<file path="config.mk">
export PLATFORM = sky130hd
export DESIGN_NAME = i2c_host_regs
export DESIGN_NICKNAME = d
export VERILOG_FILES = /design/src/rtl/i2c_host_regs.sv
export SDC_FILE = /design/constraint.sdc
export NUM_CORES = 1
export LEC_CHECK = 0
export ABC_AREA = 0
export BUFFER_PORTS_ARGS = -buffer_cell sky130_fd_sc_hd__buf_2
export CORE_MARGIN = 3
export CORE_UTILIZATION = 25
export CTS_CLUSTER_DIAMETER = 100
export CTS_CLUSTER_SIZE = 10
export DETAILED_ROUTE_END_ITERATION = 16
export PLACE_DENSITY = 0.49
export SLEW_MARGIN = 30
export SYNTH_ARGS = -nofsm -noshare
export SYNTH_HDL_FRONTEND = slang
export SYNTH_SLANG_ARGS = --single-unit
export TNS_END_PERCENT = 5
</file>
<file path="constraint.sdc">
create_clock -name clk -period 2.5 [get_ports clk]
set_input_delay 0.5 -clock clk [delete_from_list [all_inputs] [get_ports clk]]
set_output_delay 0.5 -clock clk [all_outputs]
set_load 0.05 [all_outputs]
</file>
<file path="src/rtl/i2c_host_regs.sv">
module i2c_host_regs #(
  parameter int ADDR_W = 3,
  parameter logic [15:0] PRESCALE_RST = 16'hFFFF
) (
  input  logic              clk,
  input  logic              rst_n,
  input  logic [ADDR_W-1:0] addr,
  input  logic              wr_en,
  input  logic [7:0]        wr_data,
  output logic [7:0]        rd_data,
  output logic [15:0]       eng_prescale,
  output logic              eng_enable,
  output logic              eng_ctrl_mode,
  output logic [7:0]        eng_txd,
  output logic              eng_start,
  output logic              eng_stop,
  output logic              eng_read,
  output logic              eng_write,
  output logic              eng_ack,
  input  logic              eng_done,
  input  logic [7:0]        eng_rxd,
  input  logic              eng_nack,
  input  logic              eng_busy,
  input  logic              eng_arb_lost,
  input  logic              eng_tip,
  output logic              irq
);
  localparam logic [ADDR_W-1:0] OFS_PRE_LO = ADDR_W'(0);
  localparam logic [ADDR_W-1:0] OFS_PRE_HI = ADDR_W'(1);
  localparam logic [ADDR_W-1:0] OFS_CTRL   = ADDR_W'(2);
  localparam logic [ADDR_W-1:0] OFS_DATA   = ADDR_W'(3);
  localparam logic [ADDR_W-1:0] OFS_CMD    = ADDR_W'(4);

  logic [15:0] pre_q;
  logic [2:0]  ctrl_q;
  logic [7:0]  tx_q, rx_q;
  logic [3:0]  strobe_q;
  logic        ack_q, if_q;

  wire wr_pre_lo = wr_en && addr == OFS_PRE_LO && !ctrl_q[2];
  wire wr_pre_hi = wr_en && addr == OFS_PRE_HI && !ctrl_q[2];
  wire wr_ctrl   = wr_en && addr == OFS_CTRL;
  wire wr_data_r = wr_en && addr == OFS_DATA;
  wire wr_cmd    = wr_en && addr == OFS_CMD;
  wire if_clear  = wr_cmd && wr_data[0];

  always_ff @(posedge clk or negedge rst_n) begin
    if (!rst_n) begin
      pre_q    <= PRESCALE_RST;
      ctrl_q   <= '0;
      tx_q     <= '0;
      rx_q     <= '0;
      strobe_q <= '0;
      ack_q    <= 1'b0;
      if_q     <= 1'b0;
    end else begin
      if (wr_pre_lo) pre_q[7:0]  <= wr_data;
      if (wr_pre_hi) pre_q[15:8] <= wr_data;
      if (wr_ctrl)   ctrl_q      <= wr_data[7:5];
      if (wr_data_r) tx_q        <= wr_data;
      if (eng_done)  rx_q        <= eng_rxd;
      strobe_q <= wr_cmd ? wr_data[7:4] : 4'b0000;
      if (wr_cmd)    ack_q       <= wr_data[3];
      if (eng_done)      if_q <= 1'b1;
      else if (if_clear) if_q <= 1'b0;
    end
  end

  assign eng_prescale  = pre_q;
  assign eng_enable    = ctrl_q[2];
  assign eng_ctrl_mode = ctrl_q[0];
  assign eng_txd       = tx_q;
  assign eng_start     = strobe_q[3];
  assign eng_stop      = strobe_q[2];
  assign eng_read      = strobe_q[1];
  assign eng_write     = strobe_q[0];
  assign eng_ack       = ack_q;
  assign irq           = if_q & ctrl_q[1];

  always_comb begin
    case (addr)
      OFS_PRE_LO: rd_data = pre_q[7:0];
      OFS_PRE_HI: rd_data = pre_q[15:8];
      OFS_CTRL:   rd_data = {ctrl_q, 5'b00000};
      OFS_DATA:   rd_data = rx_q;
      OFS_CMD:    rd_data = {eng_nack, eng_busy, eng_arb_lost, 3'b000, eng_tip, if_q};
      default:    rd_data = 8'h00;
    endcase
  end
endmodule

</file>
After elaboration in Yosys (flattened, before gate mapping)
Cells that the tools add are included.
W data, S select, Z words.
- register bits after elaboration: 41
- latch bits: 0
- memory bits (writable): 0
- bits in read-only memories: 0
- output and inout port bits: 40
- word-level logic and storage cells: 28
- memories: 0
- add/subtract/negate cells: 0
- multipliers: 0
- div/mod/pow operators: 0
- order comparisons: 0
- eq/ne operators: 4
- shifts and indexed selects: 0
- muxes and demuxes: 4
- bitwise operators: 1
- reductions and logical operators: 11
- operators with widths (cell ; count):
    $pmux W8 S5 ; 1
    $logic_and A1 B1 Y1 ; 8
    $eq A3 B2 Y1 const B ; 2
    $mux W4 ; 1
    $eq A3 B1 Y1 const B ; 1
    $eq A3 B3 Y1 const B ; 1
    $logic_not A3 Y1 ; 1
    $mux W1 ; 2
    $reduce_bool A2 Y1 ; 1
    $and A1 B1 Y1 ; 1
    $logic_not A1 Y1 ; 1

Longest topological paths before layout
Gate-level depths: netlist (run 1).
- depth in word-level cells: 5
- depth in mapped cells: 5
- depth with buffers taken out: 3

Worst setup path after synthesis (run 1)
No wires, ideal clock.
- path type: input-to-output
- start point: input addr[0]
- end point: output rd_data[5]
- arrival time: 2.136 ns
- required time: 2.000 ns
- setup slack: -0.136 ns
- cell stages on the path: 4
- path buffers: 1
- cell sequence: buf_2 > nor2b_1 > a22oi_1 > o21ai_0
- word-level cells in the longest chain between the ends: 2
- RTL lines (what ; line ; RTL):
    start, declared ; 7 ; input logic [ADDR_W-1:0] addr,
    $eq A3 B3 Y1, or another cell as far along ; 81 ; case (addr)
    $pmux W8 S5 * ; 81 ;
    end, declared ; 10 ; output logic [7:0] rd_data,
Every way passes the cells marked *; elsewhere a longest branch is shown, timed or not.

Worst setup path after layout (run 1)
- start point: input addr[1]
- end point: output rd_data[1]
The elaborated chain is that of the path after synthesis.

==> summary.md, run 1 <==
| Metric | Value |
|---|---|
| Die Wd | `93.5 um` |
| Final period utilization | `91.2%` |
| Worst r2r path cells | `2` |
| Number of synthesized flops with an enable pin | `0` |
| Max-Cap Viols | `0` |
| Detailed Place HPWL | `3760 um` |
| Worst path max stage delay | `0.42 ns` |
| Pwr Density | `996 nW/um^2` |
| Commonest non-fill, non-tap cell in the layout | `buf_2` |
| Final setup margin | `0.220 ns` |
| Slowest library cell on the worst path | `nor2b_1` |
| Mean post-synth cell area | `14.2 sq um` |
| CTS buffer count | `5` |
| Cell Chain, Critical Path | `buf_2, nor2b_1, nand3_1, o21ai_0, buf_2` |
| Syn Nets | `162` |
| Total routed wirelength | `5070 um` |
| Ys flop type | `dfrtp_1` |
| Fmax | `439 MHz` |
| Peak supply drop | `0.000220 V` |
| Vias in the first global route | `1374` |
| Crit path top cell by count | `buf_2` |
| Layout Cells excl Fill | `306` |
| Run status | `complete, no violations` |
| Layout cells sized above 1 | `67.1%` |
| Rows | `31` |
| Vias per cell | `4.42` |
| Synthesized cell area | `1910 sq um` |
| Fill cell count | `753` |
| Synthesis Warnings | `0` |
| HP Class | `primary input to asynchronous set/reset pin` |
| Post-synth cell types | `26` |
| Fraction of registers with async set/reset | `100%` |
| Via count | `1354` |
| Register area | `1050 sq um` |
| WP data required | `2.00 ns` |
| Lkg Pwr | `1.17 nW` |
| Worst slew margin | `61.0%` |
| CP Depth | `5` |
| DR WL/cell | `16.6 um` |
| Post-DRT Antenna Nets | `0` |
| Total grt overflow | `0` |
| I/O Buffers | `66` |
| Worst-margin pin slew | `0.584 ns` |
| DRC viols | `0` |
| Starting Density | `26.1%` |
| Max Clock Skew | `0.00284 ns` |
| Area of the multi-input gates | `830 sq um` |
| First-pass GRT wire length | `7930 um` |
| I/O Pins | `67` |
| Post-synthesis sequential area ratio | `54.7%` |
| H-tree levels | `2` |
| Clock Tree Root | `clkbuf_8` |
| Clk slew on worst S/H paths | `0.08 ns` |
| Area of the core | `7330 sq um` |
| Worst-Skew Late Latency | `0.29 ns` |
| Syn Inst Count | `135` |
| DRT iter0 DRCs | `25` |
| Cts hold-fix bufs | `0` |
| Pre-CTS setup slack | `0.215 ns` |
| Cells after DPL | `298` |
| Fin crit period | `2.28 ns` |
| FF-to-FF Start | `ctrl_q[2]` |
| FF-to-FF End | `eng_prescale[8]` |
| Fin. max-slew vios | `0` |
| Setup Fix Bufs, Post-CTS | `0` |
| Setup crit end kind | `output pin` |
| Clk buf depth | `2` |
| R2r setup slk | `0.96 ns` |
| Nets | `233` |
| Critical Path Fanout Max | `17` |
| Buffers and inverters on the worst path | `2` |
| Initial antenna violation count | `0` |
| RSZ-0062 raised after global routing | `false` |
| # diodes | `0` |
| Critical Path Start Type | `primary input` |
| Clock sink count | `41` |
| Final hold violations | `0` |
| Final Wtd Congestion | `0.731` |
| Syn-to-layout area delta | `30.8%` |
| TritonCTS clock tree | `built` |
| Die Y | `93.5 um` |
| Drt first pass iters | `4` |
| Post-CTS Resized | `0` |
| Gr usage total | `12.0%` |
| Largest net degree at the start of global routing | `24` |
| WS Path Type | `primary input to output pin` |
| Crit path max-delay family | `buffers and inverters` |
| #FFs+latches synth | `41` |
| Die footprint | `8730 sq um` |
| Data arrival, critical path | `1.78 ns` |
| # setup viols final | `0` |
| Most frequent cells in the layout | `66 x buf_2, 31 x mux2_2, 25 x dfrtp_1, 16 x dfstp_2, 8 x mux2_4` |
| Pwr Total | `2.49 mW` |
==> worst register-to-register path, delay by kind of cell, from the launching register on <==
| family | cells | cell delay [ns] |
|---|---|---|
| mux | 1 | 0.34 |
| simple gates | 1 | 0.67 |
| flops | 1 | 0.46 |
==> area by class of cell <==
class	count	area share (%)
Timing Repair Buffer	71	14.7
Clock buffer	5	2.75
Multi-Input combinational cell	87	33.2
Clock inverter	3	2.60
Sequential cell	41	41.8
Tap cell	99	4.95
==> cell families (layout without fill, tap and decap cells) <==
kind of cell / after synthesis / count (layout) / share of synthesized area [%]
flip-flops: 41 / 41 / 54.7
AO/OA/AOI/OAI: 17 / 17 / 5.76
multiplexers: 44 / 44 / 27.2
buffers and inverters: 7 / 79 / 1.90
AND/OR/NAND/NOR: 26 / 26 / 10.5
==> cells in the mapped netlist (all sizes together), types with 2 or more instances <==
cell type	count	area, sq um
a2bb2oi	2	17.5
o21ai	5	25.0
buf	3	21.3
nand3	5	25.0
a22oi	3	22.5
nor2b	3	18.8
mux2i	5	50.1
a21oi	3	15.0
dfstp	16	420
dfrtp	25	626
clkbuf	4	15.0
and2	5	31.3
nor4b	3	26.3
mux2	39	469
nor2	3	11.3
o21a	3	22.5
==> routing by layer <==
layer / track usage (%) / part of all wire [%] / wire [um]
met1: 16.4 / 48 / 2410
met2: 18.3 / 45 / 2260
met3: 3.46 / 6.3 / 319
met4: 4.03 / 1.4 / 69
met5: 0 / 0 / 0
==> where the power goes <==
| group | switching, mW | internal, mW |
|---|---|---|
| Sequential | 0.0997 | 0.848 |
| Combinational | 0.645 | 0.272 |
| Clock | 0.230 | 0.397 |
| Total | 0.974 | 1.52 |
==> how the worst max path moves through the flow <==
stage,slack (ns),to,from
floorplan,-0.14,rd_data[6],addr[0]
global placement,0.25,rd_data[1],addr[1]
detailed placement,0.22,rd_data[1],addr[1]
CTS,0.21,rd_data[1],addr[1]
global route,0.03,rd_data[6],addr[0]
finish,0.22,rd_data[1],addr[1]
==> registers in the layout, summed over array words and instances, names as in the netlist <==
| name | count |
|---|---|
| eng_prescale | 16 |
| eng_txd | 8 |
| strobe_q | 4 |
| rx_q | 8 |
| ctrl_q | 3 |
| eng_ack | 1 |
| if_q | 1 |
==> per-stage QoR <==
step	TNS, ns	util [%]	instance area (sq um)	hold WS [ns]
2_1_floorplan	-0.477	-	1910	0.204
3_3_place_gp	0	32.3	2370	0.445
3_5_place_dp	0	32.3	2370	0.447
4_1_cts	0	34.1	2500	0.128
5_1_grt	0	34.1	2500	0.140
6_report	0	34.1	2500	0.119
(Power assumes the default switching activity.)
==> inputs of run 2 (changes only) <==
CORE_MARGIN = default   (was 3)
RECOVER_POWER = 50   (was default)
==> summary.md, run 2 (synthesized netlist as in run 1, its figures left out) <==
| Metric | Value |
|---|---|
| WS Path Type | `primary input to output pin (unchanged)` |
| Worst-Skew Late Latency | `0.29 ns (about the same)` |
| Crit path from | `addr[0] (was addr[1])` |
| Die Y | `89.5 um (was 93.5 um)` |
| Total routed wirelength | `4860 um (was 5070 um)` |
| # diodes | `0 (unchanged)` |
| Worst-margin pin slew | `0.754 ns (was 0.584 ns)` |
| Setup crit end kind | `output pin (unchanged)` |
| Vias per cell | `4.43 (was 4.42)` |
| Layout Cells excl Fill | `305 (was 306)` |
| First-pass GRT wire length | `7360 um (was 7930 um)` |
| RSZ-0062 raised after global routing | `false (unchanged)` |
| DRC viols | `0 (unchanged)` |
| Nets | `232 (was 233)` |
| Fmax | `438 MHz (was 439 MHz)` |
| I/O Pins | `67 (unchanged)` |
| Data arrival, critical path | `1.78 ns (about the same)` |
| I/O Buffers | `66 (unchanged)` |
| FF-to-FF Start | `ctrl_q[2] (unchanged)` |
| Final period utilization | `91.3% (was 91.2%)` |
| Crit path top cell by count | `buf_2 (unchanged)` |
| Fin. max-slew vios | `0 (unchanged)` |
| CP Depth | `5 (unchanged)` |
| R2r setup slk | `0.97 ns (was 0.96 ns)` |
| Syn-to-layout area delta | `27.0% (was 30.8%)` |
| Clock Tree Root | `clkbuf_8 (unchanged)` |
| Via count | `1350 (was 1354)` |
| Vias in the first global route | `1310 (was 1374)` |
| Max Clock Skew | `0.00332 ns (was 0.00284 ns)` |
| Critical Path Start Type | `primary input (unchanged)` |
| Largest net degree at the start of global routing | `30 (was 24)` |
| Starting Density | `26.1% (unchanged)` |
| DR WL/cell | `15.9 um (was 16.6 um)` |
| HP Class | `primary input to asynchronous set/reset pin (unchanged)` |
| Critical Path Fanout Max | `23 (was 17)` |
| Lkg Pwr | `1.11 nW (was 1.17 nW)` |
| Slowest library cell on the worst path | `nor2b_1 (unchanged)` |
| Cts hold-fix bufs | `0 (unchanged)` |
| Initial antenna violation count | `0 (unchanged)` |
| Final Wtd Congestion | `0.787 (was 0.731)` |
| Total grt overflow | `0 (unchanged)` |
| WP data required | `2.00 ns (about the same)` |
| Clk buf depth | `2 (unchanged)` |
| Worst slew margin | `49.7% (was 61.0%)` |
| Finished Core Util | `33.1% (was 34.1%)` |
| Peak supply drop | `0.000379 V (was 0.000220 V)` |
| Max FFs per register | `16 (unchanged)` |
| Cell Chain, Critical Path | `buf_2, nor2b_1, a22oi_1, o21ai_0, buf_2 (was buf_2, nor2b_1, nand3_1, o21ai_0, buf_2)` |
| DRT iter0 DRCs | `23 (was 25)` |
| Pwr Density | `937 nW/um^2 (was 996 nW/um^2)` |
| Final hold violations | `0 (unchanged)` |
| Post-CTS Resized | `0 (unchanged)` |
| Layout cells sized above 1 | `61.7% (was 67.1%)` |
| Clk slew on worst S/H paths | `0.08 ns (about the same)` |
| Max-Cap Viols | `0 (unchanged)` |
| Fin crit period | `2.28 ns (about the same)` |
| # setup viols final | `0 (unchanged)` |
| Clock sink count | `41 (unchanged)` |
| Post-DRT Antenna Nets | `0 (unchanged)` |
| Worst Setup EP | `rd_data[7] (was rd_data[1])` |
| Worst r2r path cells | `2 (unchanged)` |
| CTS buffer count | `5 (unchanged)` |
| Die Wd | `89.5 um (was 93.5 um)` |
| Run status | `complete, no violations (unchanged)` |
| Commonest non-fill, non-tap cell in the layout | `buf_2 (unchanged)` |
| Worst path max stage delay | `0.38 ns (was 0.42 ns)` |
| Crit path max-delay family | `buffers and inverters (unchanged)` |
| Detailed Place HPWL | `3550 um (was 3760 um)` |
| FF-to-FF End | `eng_prescale[10] (was eng_prescale[8])` |
| Drt first pass iters | `4 (unchanged)` |
| Die footprint | `8000 sq um (was 8730 sq um)` |
| TritonCTS clock tree | `built (unchanged)` |
| H-tree levels | `2 (unchanged)` |
| Most frequent cells in the layout | `57 x buf_2, 31 x mux2_2, 25 x dfrtp_1, 16 x dfstp_2, 10 x clkbuf_1 (was 66 x buf_2, 31 x mux2_2, 25 x dfrtp_1, 16 x dfstp_2, 8 x mux2_4)` |
| Area of the core | `7330 sq um (unchanged)` |
| Gr usage total | `13.1% (was 12.0%)` |
| Rows | `31 (unchanged)` |
| Cells after DPL | `297 (was 298)` |
| Setup Fix Bufs, Post-CTS | `0 (unchanged)` |
| Buffers and inverters on the worst path | `2 (unchanged)` |
[run 2: cell count changes in the layout (fill, tap and decap cells not counted), sizes merged]
| cell | previous run | this run |
|---|---|---|
| buf | 71 | 60 |
| clkbuf | 5 | 16 |
| bufinv | 2 | 0 |
| clkinv | 1 | 2 |
[run 2: worst register-to-register path: cells and delay by family (launching register included)]
family / cells / cell delay [ns]
flops: 1 / 0.46
mux: 1 / 0.34
simple gates: 1 / 0.67
[run 2: area by class of cell]
cell class,count,area [sq um]
clock buffers,6,72.6
well taps,99,124
multi-input cells,87,830
repair buffers,70,347
fillers,764,4900
flip-flops and latches,41,1050
clock inverters,2,10.0
[run 2: routing by layer]
layer  share of wire (%)  GRT usage (%)  vias to the layer above
li1                    -              -                      631
met1                  47           17.6                      662
met2                  46           20.1                       51
met3                 5.5           3.05                        6
met4                 1.9           6.06                        0
met5                   0              0                        -
[run 2: metrics by stage]
| stage | setup WS [ns] | setup TNS, ns | hold WS, ns | power, mW | instance area (sq um) |
|---|---|---|---|---|---|
| final | 0.217 | 0 | 0.218 | 2.28 | 2430 |
| after global routing | 0.0550 | 0 | 0.265 | 2.39 | 2430 |
| after CTS | 0.181 | 0 | 0.0744 | 2.31 | 2440 |
| after detailed placement | 0.193 | 0 | 0.402 | 1.88 | 2360 |
| after global placement | 0.247 | 0 | 0.403 | 1.88 | 2360 |
| after floorplan | -0.136 | -0.477 | 0.204 | 1.65 | 1910 |
[run 2: worst min path at each step]
| stage | endpoint | startpoint | depth (start not counted) |
|---|---|---|---|
| 6_report | eng_txd[6] | rst_n | 1 |
| 2_1_floorplan | ctrl_q[0] | rst_n | 0 |
| 4_1_cts | eng_txd[6] | rst_n | 1 |
| 5_1_grt | eng_txd[6] | rst_n | 1 |
| 3_3_place_gp | strobe_q[1] | rst_n | 1 |
| 3_5_place_dp | strobe_q[1] | rst_n | 1 |
[run 2: report_power, final]
part           total [mW]  switching [mW]  internal [mW]
clock               0.420           0.227          0.194
sequential          0.947          0.0991          0.848
combinational       0.908           0.642          0.266
==> inputs of run 3 (changes only) <==
CORE_UTILIZATION = 45   (was 25)
PLACE_DENSITY = 0.73   (was 0.49)
TNS_END_PERCENT = default   (was 5)
==> summary.md, run 3 (synthesized netlist as in run 1, its figures left out) <==
| Metric | Value |
|---|---|
| Max-Cap Viols | `0 (unchanged)` |
| Final hold violations | `0 (unchanged)` |
| Starting Density | `47.5% (was 26.1%)` |
| Clk slew on worst S/H paths | `0.07 ns (was 0.08 ns)` |
| Cts hold-fix bufs | `0 (unchanged)` |
| Commonest non-fill, non-tap cell in the layout | `buf_2 (unchanged)` |
| I/O Pins | `67 (unchanged)` |
| # setup viols final | `0 (unchanged)` |
| Initial antenna violation count | `0 (unchanged)` |
| WP data required | `2.00 ns (about the same)` |
| Fin. max-slew vios | `0 (unchanged)` |
| Vias in the first global route | `1382 (was 1310)` |
| Cell area after layout | `2360 sq um (was 2430 sq um)` |
| Fmax | `444 MHz (was 438 MHz)` |
| Register area | `1050 sq um (unchanged)` |
| Run status | `complete, no violations (unchanged)` |
| Worst-Skew Late Latency | `0.29 ns (about the same)` |
| Setup tns final | `0 ns (unchanged)` |
| Clock Tree Root | `clkbuf_8 (unchanged)` |
| Max FFs per register | `16 (unchanged)` |
| Die Wd | `67.2 um (was 89.5 um)` |
| I/O Buffers | `66 (unchanged)` |
| Fin crit period | `2.25 ns (was 2.28 ns)` |
| Final period utilization | `90.1% (was 91.3%)` |
| Pwr Density | `963 nW/um^2 (was 937 nW/um^2)` |
| Gr usage total | `20.7% (was 13.1%)` |
| CTS buffer count | `5 (unchanged)` |
| Die footprint | `4510 sq um (was 8000 sq um)` |
| DR WL/cell | `16.9 um (was 15.9 um)` |
| TritonCTS clock tree | `built (unchanged)` |
| First-pass GRT wire length | `6710 um (was 7360 um)` |
| Worst path max stage delay | `0.40 ns (was 0.38 ns)` |
| HP Class | `primary input to asynchronous set/reset pin (unchanged)` |
| # diodes | `0 (unchanged)` |
| RSZ-0062 raised after global routing | `false (unchanged)` |
| Layout cells sized above 1 | `61.8% (was 61.7%)` |
| Area of the multi-input gates | `830 sq um (unchanged)` |
| Placed instance area | `2280 sq um (was 2360 sq um)` |
| Data arrival, critical path | `1.75 ns (was 1.78 ns)` |
| Critical Path Start Type | `primary input (unchanged)` |
| Finished Core Util | `58.5% (was 33.1%)` |
| Drt first pass iters | `4 (unchanged)` |
| Crit path top cell by count | `buf_2 (unchanged)` |
| Peak supply drop | `0.000548 V (was 0.000379 V)` |
| Area of the core | `4030 sq um (was 7330 sq um)` |
| Slowest library cell on the worst path | `buf_2 (was nor2b_1)` |
| Detailed Place HPWL | `3210 um (was 3550 um)` |
| Total routed wirelength | `4290 um (was 4860 um)` |
| DRT iter0 DRCs | `38 (was 23)` |
| Largest net degree at the start of global routing | `42 (was 30)` |
| Vias per cell | `5.34 (was 4.43)` |
| Critical Path Fanout Max | `23 (unchanged)` |
| Clock sink count | `41 (unchanged)` |
| Final Wtd Congestion | `0.867 (was 0.787)` |
| Most frequent cells in the layout | `57 x buf_2, 31 x mux2_2, 25 x dfrtp_1, 16 x dfstp_2, 9 x clkbuf_1 (was 57 x buf_2, 31 x mux2_2, 25 x dfrtp_1, 16 x dfstp_2, 10 x clkbuf_1)` |
| Rows | `23 (was 31)` |
| Lkg Pwr | `1.10 nW (was 1.11 nW)` |
| Clk buf depth | `2 (unchanged)` |
| Setup Fix Bufs, Post-CTS | `0 (unchanged)` |
| WS Path Type | `primary input to output pin (unchanged)` |
| Cell Chain, Critical Path | `buf_2, mux2_2, a21oi_1, o21ai_1, buf_2 (was buf_2, nor2b_1, a22oi_1, o21ai_0, buf_2)` |
| Nets | `230 (was 232)` |
| Via count | `1357 (was 1350)` |
| Total grt overflow | `0 (unchanged)` |
| Worst slew margin | `34.3% (was 49.7%)` |
| Syn-to-layout area delta | `23.2% (was 27.0%)` |
| Fill cell count | `355 (was 764)` |
| Post-DRT Antenna Nets | `0 (unchanged)` |
| H-tree levels | `2 (unchanged)` |
| DRC viols | `0 (unchanged)` |
| Die Y | `67.2 um (was 89.5 um)` |
| Setup crit end kind | `output pin (unchanged)` |
| Worst-margin pin slew | `0.985 ns (was 0.754 ns)` |
| Max Clock Skew | `0.00650 ns (was 0.00332 ns)` |
| Post-CTS Resized | `0 (unchanged)` |
-- run 3: changes by cell type in the layout (fill, tap and decap cells not counted) --
cell      delta
and2_0       +1
and2_1       -1
buf_4        -1
clkbuf_1     -1
o21ai_0      -4
o21ai_1      +4
-- run 3: layer usage --
| layer | track usage [%] | share of wire, % | up-vias |
|---|---|---|---|
| met1 | 26.5 | 44 | 654 |
| met2 | 33.8 | 47 | 70 |
| met5 | 0 | 0 | - |
| li1 | - | - | 626 |
| met4 | 7.71 | 1.4 | 0 |
| met3 | 4.90 | 8.1 | 7 |
-- run 3: area by class of cell --
| class | count | share of cell area (%) |
|---|---|---|
| Sequential cell | 41 | 44.4 |
| Timing Repair Buffer | 68 | 14.2 |
| Multi-Input combinational cell | 87 | 35.2 |
| Clock inverter | 2 | 0.425 |
| Clock buffer | 6 | 3.08 |
| Tap cell | 50 | 2.66 |
-- run 3: through the flow --
stage / total power [mW] / worst slack [ns] / instances / hold slack (ns)
6_report: 2.27 / 0.248 / 254 / 0.364
5_1_grt: 2.37 / 0.160 / 254 / 0.432
4_1_cts: 2.29 / 0.263 / 254 / 0.356
3_5_place_dp: 1.88 / 0.267 / 246 / 0.488
3_3_place_gp: 1.85 / 0.337 / 246 / 0.485
2_1_floorplan: 1.65 / 0.182 / 135 / 0.204
-- run 3: worst paths after layout --
kind | from | end | slack [ns] | cells after the start
max in group asynchronous | rst_n | ctrl_q[1] | 1.54 | 1
min in group clk | eng_rxd[2] | rx_q[2] | 0.44 | 2
hold reg to reg | eng_txd[6] | eng_txd[6] | 0.50 | 1
hold / removal | rst_n | rx_q[5] | 0.36 | 1
setup / recovery | addr[0] | rd_data[7] | 0.25 | 5
setup reg to reg | ctrl_q[2] | eng_prescale[8] | 0.97 | 2
-- run 3: worst max-delay path: cells and delay by family --
kind / cells / cell delay (ns)
compound gates: 2 / 0.24
buf+inv: 2 / 0.61
mux: 1 / 0.39
-- run 3: report_power, final --
| group | switching, mW | internal, mW | leakage [nW] | total [mW] |
|---|---|---|---|---|
| clock network | 0.216 | 0.193 | 0.0450 | 0.410 |
| registers | 0.102 | 0.849 | 0.470 | 0.951 |
| logic | 0.641 | 0.266 | 0.585 | 0.908 |
